--- src/rtl/usb_ep_seq_pkg.sv ---
package usb_ep_seq_pkg;

  typedef enum logic [1:0] {
    EP_IN   = 2'b00,
    EP_OUT  = 2'b01,
    EP_CTRL = 2'b10,
    EP_RSVD = 2'b11
  } ep_kind_e;

  typedef enum logic [1:0] {
    PID_D0 = 2'b00,
    PID_D1 = 2'b01,
    PID_D2 = 2'b10,
    PID_MD = 2'b11
  } pid_code_e;

  typedef enum logic [1:0] {
    HS_ACK   = 2'b00,
    HS_NAK   = 2'b01,
    HS_STALL = 2'b10
  } hs_code_e;

  localparam int unsigned STATUS_W = 8;

endpackage

--- src/rtl/usb_ep_seq_slot.sv ---
module usb_ep_seq_slot
  import usb_ep_seq_pkg::*;
#(
  parameter int unsigned NUM_BANKS = 2
) (
  input  logic       clk,
  input  logic       rst_n,
  input  logic [1:0] kind_i,
  input  logic       hbiso_i,
  input  logic       sel_i,
  input  logic       in_ack_i,
  input  logic       rx_wr_i,
  input  logic [1:0] rx_pid_i,
  input  logic       bank_rel_i,
  input  logic       setup_i,
  input  logic       tog_rst_i,
  input  logic       ep_dis_i,
  input  logic       stall_req_i,
  output logic [1:0] tog_o,
  output logic       stall_o,
  output logic       fill_busy_o
);

  localparam int unsigned BPW = (NUM_BANKS > 1) ? $clog2(NUM_BANKS) : 1;
  localparam logic [BPW-1:0] LAST_BANK = BPW'(NUM_BANKS - 1);

  logic [1:0]                 tog_q, tog_n;
  logic                       stall_q, stall_n;
  logic [NUM_BANKS-1:0]       full_q, full_n;
  logic [NUM_BANKS-1:0][1:0]  pid_q, pid_n;
  logic [BPW-1:0]             cur_q, cur_n;
  logic [BPW-1:0]             wr_q, wr_n;
  logic                       is_in;
  logic                       pid_legal;
  logic                       wr_ok, rel_ok;
  logic                       upd_en;

  function automatic logic [BPW-1:0] ring_next(input logic [BPW-1:0] p);
    return (p == LAST_BANK) ? '0 : p + 1'b1;
  endfunction

  assign is_in     = (kind_i == EP_IN);
  assign pid_legal = hbiso_i | ~rx_pid_i[1];
  assign wr_ok     = rx_wr_i & ~is_in & pid_legal & ~full_q[wr_q];
  assign rel_ok    = bank_rel_i & ~is_in & full_q[cur_q];
  assign upd_en    = sel_i & (in_ack_i | rx_wr_i | bank_rel_i | setup_i |
                              tog_rst_i | ep_dis_i | stall_req_i);

  always_comb begin
    tog_n   = tog_q;
    stall_n = stall_q;
    full_n  = full_q;
    pid_n   = pid_q;
    cur_n   = cur_q;
    wr_n    = wr_q;
    if (setup_i) begin
      stall_n = 1'b0;
    end else if (stall_req_i) begin
      stall_n = 1'b1;
    end
    if (ep_dis_i) begin
      tog_n  = PID_D1;
      full_n = '0;
      cur_n  = '0;
      wr_n   = '0;
    end else if (tog_rst_i) begin
      tog_n = PID_D1;
    end else if (is_in) begin
      if (in_ack_i) tog_n = {1'b0, ~tog_q[0]};
    end else begin
      if (wr_ok) begin
        full_n[wr_q] = 1'b1;
        pid_n[wr_q]  = rx_pid_i;
        wr_n         = ring_next(wr_q);
      end
      if (rel_ok) begin
        full_n[cur_q] = 1'b0;
        cur_n         = ring_next(cur_q);
      end
      if ((wr_ok || rel_ok) && full_n[cur_n]) tog_n = pid_n[cur_n];
    end
  end

  always_ff @(posedge clk or negedge rst_n) begin
    if (!rst_n) begin
      tog_q   <= PID_D1;
      stall_q <= 1'b0;
      full_q  <= '0;
      pid_q   <= '0;
      cur_q   <= '0;
      wr_q    <= '0;
    end else if (upd_en) begin
      tog_q   <= tog_n;
      stall_q <= stall_n;
      full_q  <= full_n;
      pid_q   <= pid_n;
      cur_q   <= cur_n;
      wr_q    <= wr_n;
    end
  end

  assign tog_o       = tog_q;
  assign stall_o     = stall_q;
  assign fill_busy_o = full_q[wr_q];


  in_flip_chk: assert property (@(posedge clk) disable iff (!rst_n)
    (sel_i && is_in && in_ack_i && !ep_dis_i && !tog_rst_i)
      |=> (tog_o == {1'b0, ~$past(tog_o[0])}));


  tog_rst_chk: assert property (@(posedge clk) disable iff (!rst_n)
    (sel_i && tog_rst_i) |=> (tog_o == PID_D1));


  dis_empty_chk: assert property (@(posedge clk) disable iff (!rst_n)
    (sel_i && ep_dis_i) |=> (tog_o == PID_D1 && full_q == '0));


  setup_clr_chk: assert property (@(posedge clk) disable iff (!rst_n)
    (sel_i && setup_i) |=> !stall_o);


  illegal_pid_chk: assert property (@(posedge clk) disable iff (!rst_n)
    (sel_i && rx_wr_i && rx_pid_i[1] && !hbiso_i && !bank_rel_i &&
     !ep_dis_i && !tog_rst_i) |=> ($stable(full_q) && $stable(tog_o)));


  unsel_hold_chk: assert property (@(posedge clk) disable iff (!rst_n)
    !sel_i |=> ($stable(tog_o) && $stable(stall_o)));

endmodule

--- src/rtl/usb_ep_hs_sel.sv ---
module usb_ep_hs_sel
  import usb_ep_seq_pkg::*;
#(
  parameter int unsigned NUM_EP = 8,
  parameter int unsigned EPW    = 3
) (
  input  logic [NUM_EP-1:0]   stall_i,
  input  logic [NUM_EP-1:0]   fill_busy_i,
  input  logic [2*NUM_EP-1:0] kind_i,
  input  logic [NUM_EP-1:0]   in_ready_i,
  input  logic [EPW-1:0]      ep_i,
  output logic [1:0]          hs_o
);

  logic [1:0] kind_sel;
  logic       nak_sel;

  always_comb begin
    kind_sel = kind_i[2*ep_i +: 2];
    if (kind_sel == EP_IN) nak_sel = ~in_ready_i[ep_i];
    else                   nak_sel = fill_busy_i[ep_i];
    if (stall_i[ep_i])     hs_o = HS_STALL;
    else if (nak_sel)      hs_o = HS_NAK;
    else                   hs_o = HS_ACK;
  end


  always_comb begin
    stall_pri_chk: assert (!stall_i[ep_i] || hs_o == HS_STALL);
  end

endmodule

--- src/rtl/usb_ep_seq_tracker.sv ---
module usb_ep_seq_tracker
  import usb_ep_seq_pkg::*;
#(
  parameter int unsigned NUM_EP    = 8,
  parameter int unsigned NUM_BANKS = 2,
  parameter int unsigned EPW       = (NUM_EP > 1) ? $clog2(NUM_EP) : 1
) (
  input  logic                         clk,
  input  logic                         rst_n,
  input  logic [2*NUM_EP-1:0]          ep_kind_i,
  input  logic [NUM_EP-1:0]            ep_hbiso_i,
  input  logic [EPW-1:0]               evt_ep_i,
  input  logic                         in_ack_i,
  input  logic                         rx_wr_i,
  input  logic [1:0]                   rx_pid_i,
  input  logic                         bank_rel_i,
  input  logic                         setup_i,
  input  logic                         tog_rst_i,
  input  logic                         ep_dis_i,
  input  logic                         stall_req_i,
  input  logic [EPW-1:0]               hs_ep_i,
  input  logic [NUM_EP-1:0]            in_ready_i,
  output logic [1:0]                   hs_o,
  output logic [STATUS_W*NUM_EP-1:0]   status_o
);

  logic [NUM_EP-1:0]      stall_v;
  logic [NUM_EP-1:0]      busy_v;
  logic [NUM_EP-1:0][1:0] tog_v;

  for (genvar e = 0; e < NUM_EP; e++) begin : g_ep
    logic sel;
    assign sel = (evt_ep_i == EPW'(e));

    usb_ep_seq_slot #(.NUM_BANKS(NUM_BANKS)) u_slot (
      .clk         (clk),
      .rst_n       (rst_n),
      .kind_i      (ep_kind_i[2*e +: 2]),
      .hbiso_i     (ep_hbiso_i[e]),
      .sel_i       (sel),
      .in_ack_i    (in_ack_i),
      .rx_wr_i     (rx_wr_i),
      .rx_pid_i    (rx_pid_i),
      .bank_rel_i  (bank_rel_i),
      .setup_i     (setup_i),
      .tog_rst_i   (tog_rst_i),
      .ep_dis_i    (ep_dis_i),
      .stall_req_i (stall_req_i),
      .tog_o       (tog_v[e]),
      .stall_o     (stall_v[e]),
      .fill_busy_o (busy_v[e])
    );

    assign status_o[STATUS_W*e +: STATUS_W] = {tog_v[e], stall_v[e], 5'b00000};
  end

  usb_ep_hs_sel #(.NUM_EP(NUM_EP), .EPW(EPW)) u_hs (
    .stall_i     (stall_v),
    .fill_busy_i (busy_v),
    .kind_i      (ep_kind_i),
    .in_ready_i  (in_ready_i),
    .ep_i        (hs_ep_i),
    .hs_o        (hs_o)
  );


  rst_state_chk: assert property (@(posedge clk)
    !rst_n |=> (status_o[7:0] == 8'h40));

endmodule

--- config.mk ---
export PLATFORM = sky130hd
export DESIGN_NAME = usb_ep_seq_tracker
export DESIGN_NICKNAME = d
export VERILOG_FILES = /design/src/rtl/usb_ep_seq_pkg.sv /design/src/rtl/usb_ep_seq_slot.sv /design/src/rtl/usb_ep_hs_sel.sv /design/src/rtl/usb_ep_seq_tracker.sv
export SDC_FILE = /design/constraint.sdc
export NUM_CORES = 1
export LEC_CHECK = 0
export CAP_MARGIN = 25
export CORE_MARGIN = 2
export CORE_UTILIZATION = 54
export CTS_CLUSTER_DIAMETER = 120
export DETAILED_ROUTE_END_ITERATION = 10
export PLACE_DENSITY = 0.82
export SLEW_MARGIN = 40
export SYNTH_ARGS = -nofsm -noshare
export SYNTH_HDL_FRONTEND = slang
export SYNTH_SLANG_ARGS = --single-unit
--- constraint.sdc ---
create_clock -name clk -period 2 [get_ports clk]
set_input_delay 0.3 -clock clk [delete_from_list [all_inputs] [get_ports clk]]
set_output_delay 0.3 -clock clk [all_outputs]
set_load 0.02 [all_outputs]
; After elaboration in Yosys (flattened, before gate mapping)
; Index checks and enable logic that the tools add are counted.
[totals]
latchBits = 0
mem_bits_rw = 0
reg_bits = 88
n_memories = 0
rom_bits = 0
[op_classes]
mul = 0
n_mux = 371
magnitude_cmp = 41
shifts = 1
div_mod_pow = 0
add_sub_neg = 16
bitwise_logic = 114
n_reduce_logical = 99
n_eq_ne = 24
[ops]
columns = op, count
row1 = $mux W2, 153
row2 = $mux W1, 175
row3 = $reduce_and A4 Y1, 16
row4 = $and A1 B1 Y1, 48
row5 = $lt A1 B2 Y1 const B, 24
row6 = $reduce_and A3 Y1, 16
row7 = $bwmux W4, 8
row8 = $mux W4, 8
row9 = $ne A4 B4 Y1 const B, 8
row10 = $reduce_bool A4 Y1, 8
row11 = $not A1 Y1, 28
row12 = $logic_and A1 B1 Y1, 24
row13 = $logic_not A2 Y1, 9
row14 = $reduce_bool A2 Y1, 9
row15 = $add A1 B1 Y1 const B, 16
row16 = $and A2 B2 Y2, 8
row17 = $demux W1 S1, 16
row18 = $demux W2 S1, 8
row19 = $ge A1 B1 Y1 const B, 16
row20 = $ne A2 B2 Y1 const B, 8
row21 = $not A2 Y2, 8
row22 = $or A2 B2 Y2, 8
row23 = $reduce_and A2 Y1, 8
row24 = $shiftx A16 B5 Y2, 1
row25 = 9 further kinds, 35

; Longest topological paths before layout
[depth]
word_depth = 21
depth_mapped = 9
mapped_depth_nobuf = 6

; Hierarchy
; From an unflattened synthesis, not the netlist that was laid out.
[unflattened]
cells_unflattened = 740
hier_area_um2 = 6715.2
[modules_own_cells]
columns = mod, n_inst, area_each_um2, seq_area_each_um2, cells_each
row1 = usb_ep_seq_slot at g_ep[0].u_slot ..., 6, 750.7, 276.5, 81
row2 = usb_ep_seq_slot at g_ep[6].u_slot, 1, 835.8, 276.5, 90
row3 = usb_ep_seq_slot at g_ep[7].u_slot, 1, 784.5, 276.5, 87
row4 = usb_ep_seq_tracker, 1, 369.1, 0.0, 49
row5 = usb_ep_hs_sel, 1, 221.5, 0.0, 28

; Least setup slack after synthesis
; Ideal clock, no wire load.
[synth_path]
path_kind = input-to-reg
start = input evt_ep_i[0]
end = register g_ep[2].u_slot.pid_q[2] (netlist bit)
cell_stages = 5
required_ps = 1875
arrival_time_ps = 1810
slack_ps = 65
cell_sequence = clkbuf_1 -> nor3b_1 -> nand3_1 -> nor3_1 -> mux2_2
[synth_via]
elab_chain_len = 3
[synth_lines]
columns = item, line_no
row1 = start: declaration, usb_ep_seq_tracker.sv:12  ; input logic [EPW-1:0] evt_ep_i,
row2 = $eq A3 B2 Y1, usb_ep_seq_tracker.sv:33  ; assign sel = (evt_ep_i == EPW'(e));
row3 = $and A1 B1 Y1, usb_ep_seq_slot.sv:46  ; assign upd_en = sel_i & (in_ack_i | rx_wr_i | bank_rel_i | setup_i |
row4 = $reduce_and A4 Y1 (no line), n/a
row5 = end signal: assignment, usb_ep_seq_slot.sv:96  ; pid_q <= pid_n;
row6 = end: declaration, usb_ep_seq_slot.sv:30  ; logic [NUM_BANKS-1:0][1:0] pid_q, pid_n;
; Every way passes these cells.
; A chain may end at the register's enable or synchronous reset.

; Worst setup path after layout
[layout_path]
start = register g_ep[3].u_slot.full_q[0]
end = output hs_o[0]
[layout_via]
elab_chain_len = 7
[layout_lines]
columns = item, line_no
row1 = start: declaration, usb_ep_seq_slot.sv:29  ; logic [NUM_BANKS-1:0] full_q, full_n;
row2 = start signal: assignment, usb_ep_seq_slot.sv:95  ; full_q <= full_n;
row3 = $mux W1 (implied by the code) (2 in series), usb_ep_seq_slot.sv:104  ; assign fill_busy_o = full_q[wr_q];
row4 = $bmux W1 S3, usb_ep_hs_sel.sv:21  ; else nak_sel = fill_busy_i[ep_i];
row5 = $mux W1 (implied by the code), usb_ep_hs_sel.sv:21
row6 = $mux W1, usb_ep_hs_sel.sv:20  ; if (kind_sel == EP_IN) nak_sel = ~in_ready_i[ep_i];
row7 = $mux W1, usb_ep_hs_sel.sv:23  ; else if (nak_sel) hs_o = HS_NAK;
row8 = $mux W2, usb_ep_hs_sel.sv:22  ; if (stall_i[ep_i]) hs_o = HS_STALL;
row9 = end: declaration, usb_ep_seq_tracker.sv:23  ; output logic [1:0] hs_o,
; Every way passes these cells. The select of a mux whose other input is x is not followed.

==> results <==
- The run finished, with violations left.
- The final reports fail on setup timing.
- The sequential cells in the finished layout cover a total of 0.00221 mm2.
- The share of the yosys chip area belonging to registers is 35.7%.
- The number of cells produced by synthesis is 712.
- The height of the die is 111 um.
- The TritonCTS clock tree is yes.
- The minimum setup slack in the final design is -318 ps.
- The final critical path time including I/O delays and setup is 2320 ps.
- The tree built by TritonCTS fans out to 88 sinks.
- The worst hold slack across all endpoints is 426 ps.
- Yosys printed 0 warnings.
- The reported leakage power is 4.18 nW.
- Across all layers, the routed design uses 6,797 vias.
- The number of antenna violations at the first check in global routing was 0.
- The classification of the worst-slack hold path is primary input to asynchronous set/reset pin.
- The core region is 0.0113 mm2.
- A synthesized cell averages 8.71 um2.
- The final number of hold-violating endpoints is 0.
- The share of Yosys cell area claimed by the top area cell type is 32.3%.
- The number of nets in the final layout is 1,020.
- In this run the clock root is driven by a clkbuf_16.
- The worst relative slew slack is 62.7%.
- The number of cells on the worst reg-to-reg path is 7.
- The clock edge transition at the registers on the reported setup and hold paths is 60 ps.
- The number of antenna diodes in the final layout is 0.
- The filler cells instantiated in the layout total 730.
- The worst setup path is captured at an output port.
- Counting flops and latches in the post-synthesis netlist gives 88.
- Dividing the detail-routed wire length by the instance count gives 18.4 um.
- The HPWL after detailed placement is 15,100 um.
- At the pin with the least slew margin, the transition time is 558 ps.
- Sorting the synthesized cells by area gives the leading types as dfrtp_1, buf_4, o21ai_0.
- The combined area of all synthesized cells is 0.00620 mm2.
- The floorplan has 39 rows.
- In the synthesized netlist the dominant register cell turns out to be dfrtp_1.
- The detail-routed via count per cell is 6.07.
- The part of the cycle the worst path needs is 116%.
- Setup total negative slack on the finished layout was measured at -321 ps.
- The capturing point of the worst reg2reg path is g_ep[2].u_slot.tog_o[0].
- Global routing finished with a remaining overflow of 0.
- STA classifies the critical path startpoint as a flip-flop.
- The setup-violating endpoint count in the final report is 2.
- The setup skew after layout is 7.55 ps.
- The beginning of the worst register-to-register path is g_ep[2].u_slot.full_q[1].
- The internal reg-to-reg setup slack is 60 ps.
- The aggregate routed wire length is 20,600 um.
- In this run the tool buffered the top-level ports with 74 buffer cells.
- For this run, design rule violations remaining after detail routing come to 0.
- The synthesized design contains 0 enable-type register cells.
- In this run the remaining antenna-violating nets after routing total 0.
- The power density over the cells is 650 mW/mm2.
- The number of buffers inserted during clock tree synthesis is 9.
- Setup repair after global routing could not meet its margin everywhere.
- Data on the critical path arrives at its endpoint at 2020 ps.
- The number of iterations in the first detailed-routing pass is 5.
- The number of I/O pins is 115.
- Once the floorplan was initialized, standard cells occupied 54.8% of the core.
- Across the run, the number of max-cap violations was 0.
- The share of the core filled with cells in the final layout is 79.2%.
- The floorplan step defined a die boundary enclosing 0.0124 mm2.
- The number of DRC violations after detailed-routing iteration 0 is 634.
- The die outline width is 111 um.
- The required time reported for the critical path endpoint is 1700 ps.
- In the final layout, the multi-input gates occupy 0.00376 mm2.
- The critical path is of the flip-flop to output port type.
- The post-route netlist has 33.4% of its cells at a drive strength greater than 1.
- dfrtp_1 takes more of the synthesized area than any other cell.
- The peak supply drop is 686 uV.
- The first-pass GRT wire length is 32,400 um.
- The pin count of the biggest net entering global routing is 40.
- The weighted congestion at the end of routability-driven global placement is 0.953.
- Global routing used 32.6% of the available tracks.
- The number of global-route vias before repair came to 6,610.
- The H-tree was split into 3 levels.
- The final number of max-transition violations came to 0.
- The clock latency on the worst-skew pair is 350 ps.
- The area growth from synthesis to layout is 44.6%.
- For this run, asynchronously set or reset flops after synthesis account for 100%.
- The number of different library cells used by synthesis comes to 71.
- The achievable clock frequency is 431 MHz.
- The highest fanout seen on the critical path is 2.
- The number of buffers on the longest clock path is 2.
-- Yosys cell counts, drive strengths merged, types with 3 or more instances --
cell     number
a211oi        8
a21o          6
a21oi        39
a22oi         4
a2bb2oi       3
a311oi        3
a31oi        17
and2          5
and3          6
buf          61
clkbuf       17
dfrtp        80
dfstp         8
inv          25
mux2         37
mux2i        14
mux4          3
nand2        40
nand2b       14
nand3        25
nand3b        8
nand4        13
nor2         69
nor2b        20
nor3         17
nor3b         3
nor4          3
nor4b         3
o2111ai       8
o211a         6
o211ai       17
o21a          7
o21ai        68
o221ai        3
o22a          4
o311ai        4
o31ai         3
or2          12
or3           5
-- how the worst max path moves through the flow --
stage | from | to | slack (ps)
after floorplan | evt_ep_i[0] | g_ep[2].u_slot.pid_q[2] | 60
after detailed placement | hs_ep_i[0] | hs_o[0] | -780
final | g_ep[3].u_slot.full_q[0] | hs_o[0] | -320
after global placement | hs_ep_i[0] | hs_o[0] | -750
after global routing | g_ep[3].u_slot.full_q[0] | hs_o[0] | -370
after CTS | ep_kind_i[7] | hs_o[0] | -280
-- routing by layer --
| layer | vias up | routed length [um] | track usage [%] |
|---|---|---|---|
| met4 | 0 | 830 | 14.2 |
| li1 | 3066 | - | - |
| met1 | 3238 | 8090 | 41.5 |
| met3 | 78 | 1800 | 5.69 |
| met5 | - | 0 | 0 |
| met2 | 415 | 9880 | 54.5 |
-- cell type report --
| cell class | instances | share of cell area, % |
|---|---|---|
| inverters | 25 | 1.05 |
| clock inverters | 6 | 1.20 |
| flip-flops and latches | 88 | 24.7 |
| repair buffers | 287 | 26.6 |
| well taps | 143 | 1.99 |
| clock buffers | 10 | 2.55 |
| multi-input cells | 560 | 41.9 |
-- through the flow --
step	total power, mW	worst slack, ps	cells	cell area (um2)
after detailed placement	3.80	-784	1089	8310
after CTS	5.74	-275	1111	8740
after floorplan	3.02	64.9	751	6350
final	5.83	-318	1119	8970
after global placement	3.74	-749	1089	8310
after global routing	6.07	-369	1119	8970
-- what timing repair did --
action | 4_1_cts | 5_1_grt
hold buffers | 1 | 0
pin swaps | 2 | 15
resized for setup | 28 | 46
setup endpoints to repair | 39 | 44
setup buffers | 4 | 8
cloned | 1 | 0
endpoints found under the hold margin | 26 | 0
-- power by group --
group | switching (mW) | internal [mW]
Sequential | 0.124 | 1.98
Combinational | 0.927 | 0.864
Clock | 0.726 | 1.22
Total | 1.78 | 4.06
-- cell families after synthesis --
logic type | count (synthesis) | share of synthesized area [%]
and+or+nand+nor | 247 | 21.2
AOI/OAI and AO/OA | 219 | 23.3
buffers and inverters | 103 | 9.46
DFF | 88 | 35.7
muxes | 54 | 10.3
other | 1 | 0.0604
-- cells in the final DEF (no fill, tap or decap), types with 8 or more instances in the layout --
cell type	count
nand2_1	38
nor2_2	13
clkdlybuf4s50_1	62
o211ai_1	17
nor3_1	14
mux2_1	9
nor2_1	54
mux2i_1	12
inv_1	25
a31oi_1	16
o2111ai_1	8
dfrtp_1	79
nand2b_1	13
nor2b_1	17
o21ai_1	13
nand3_1	18
clkbuf_16	9
o21ai_0	55
conb_1	40
a21oi_1	37
nand3b_1	8
mux2_2	24
dfstp_2	8
nand4_1	13
buf_4	207
-- worst max-delay path: stages, from the launching register on --
cell and delay [ps]:
dfrtp_1 400, nor2b_4 140, a211oi_2 230, a21oi_2 80, mux4_2 490, nor2_2 130
nor2_2 60, buf_6 130
-- registers in the layout, summed over array words and instances (netlist names) --
| name | count |
|---|---|
| g_ep.u_slot.cur_q | 8 |
| g_ep.u_slot.full_q | 16 |
| g_ep.u_slot.pid_q | 32 |
| g_ep.u_slot.stall_o | 8 |
| g_ep.u_slot.tog_o | 16 |
| g_ep.u_slot.wr_q | 8 |
No activity file was read; power rests on OpenSTA's default activity.
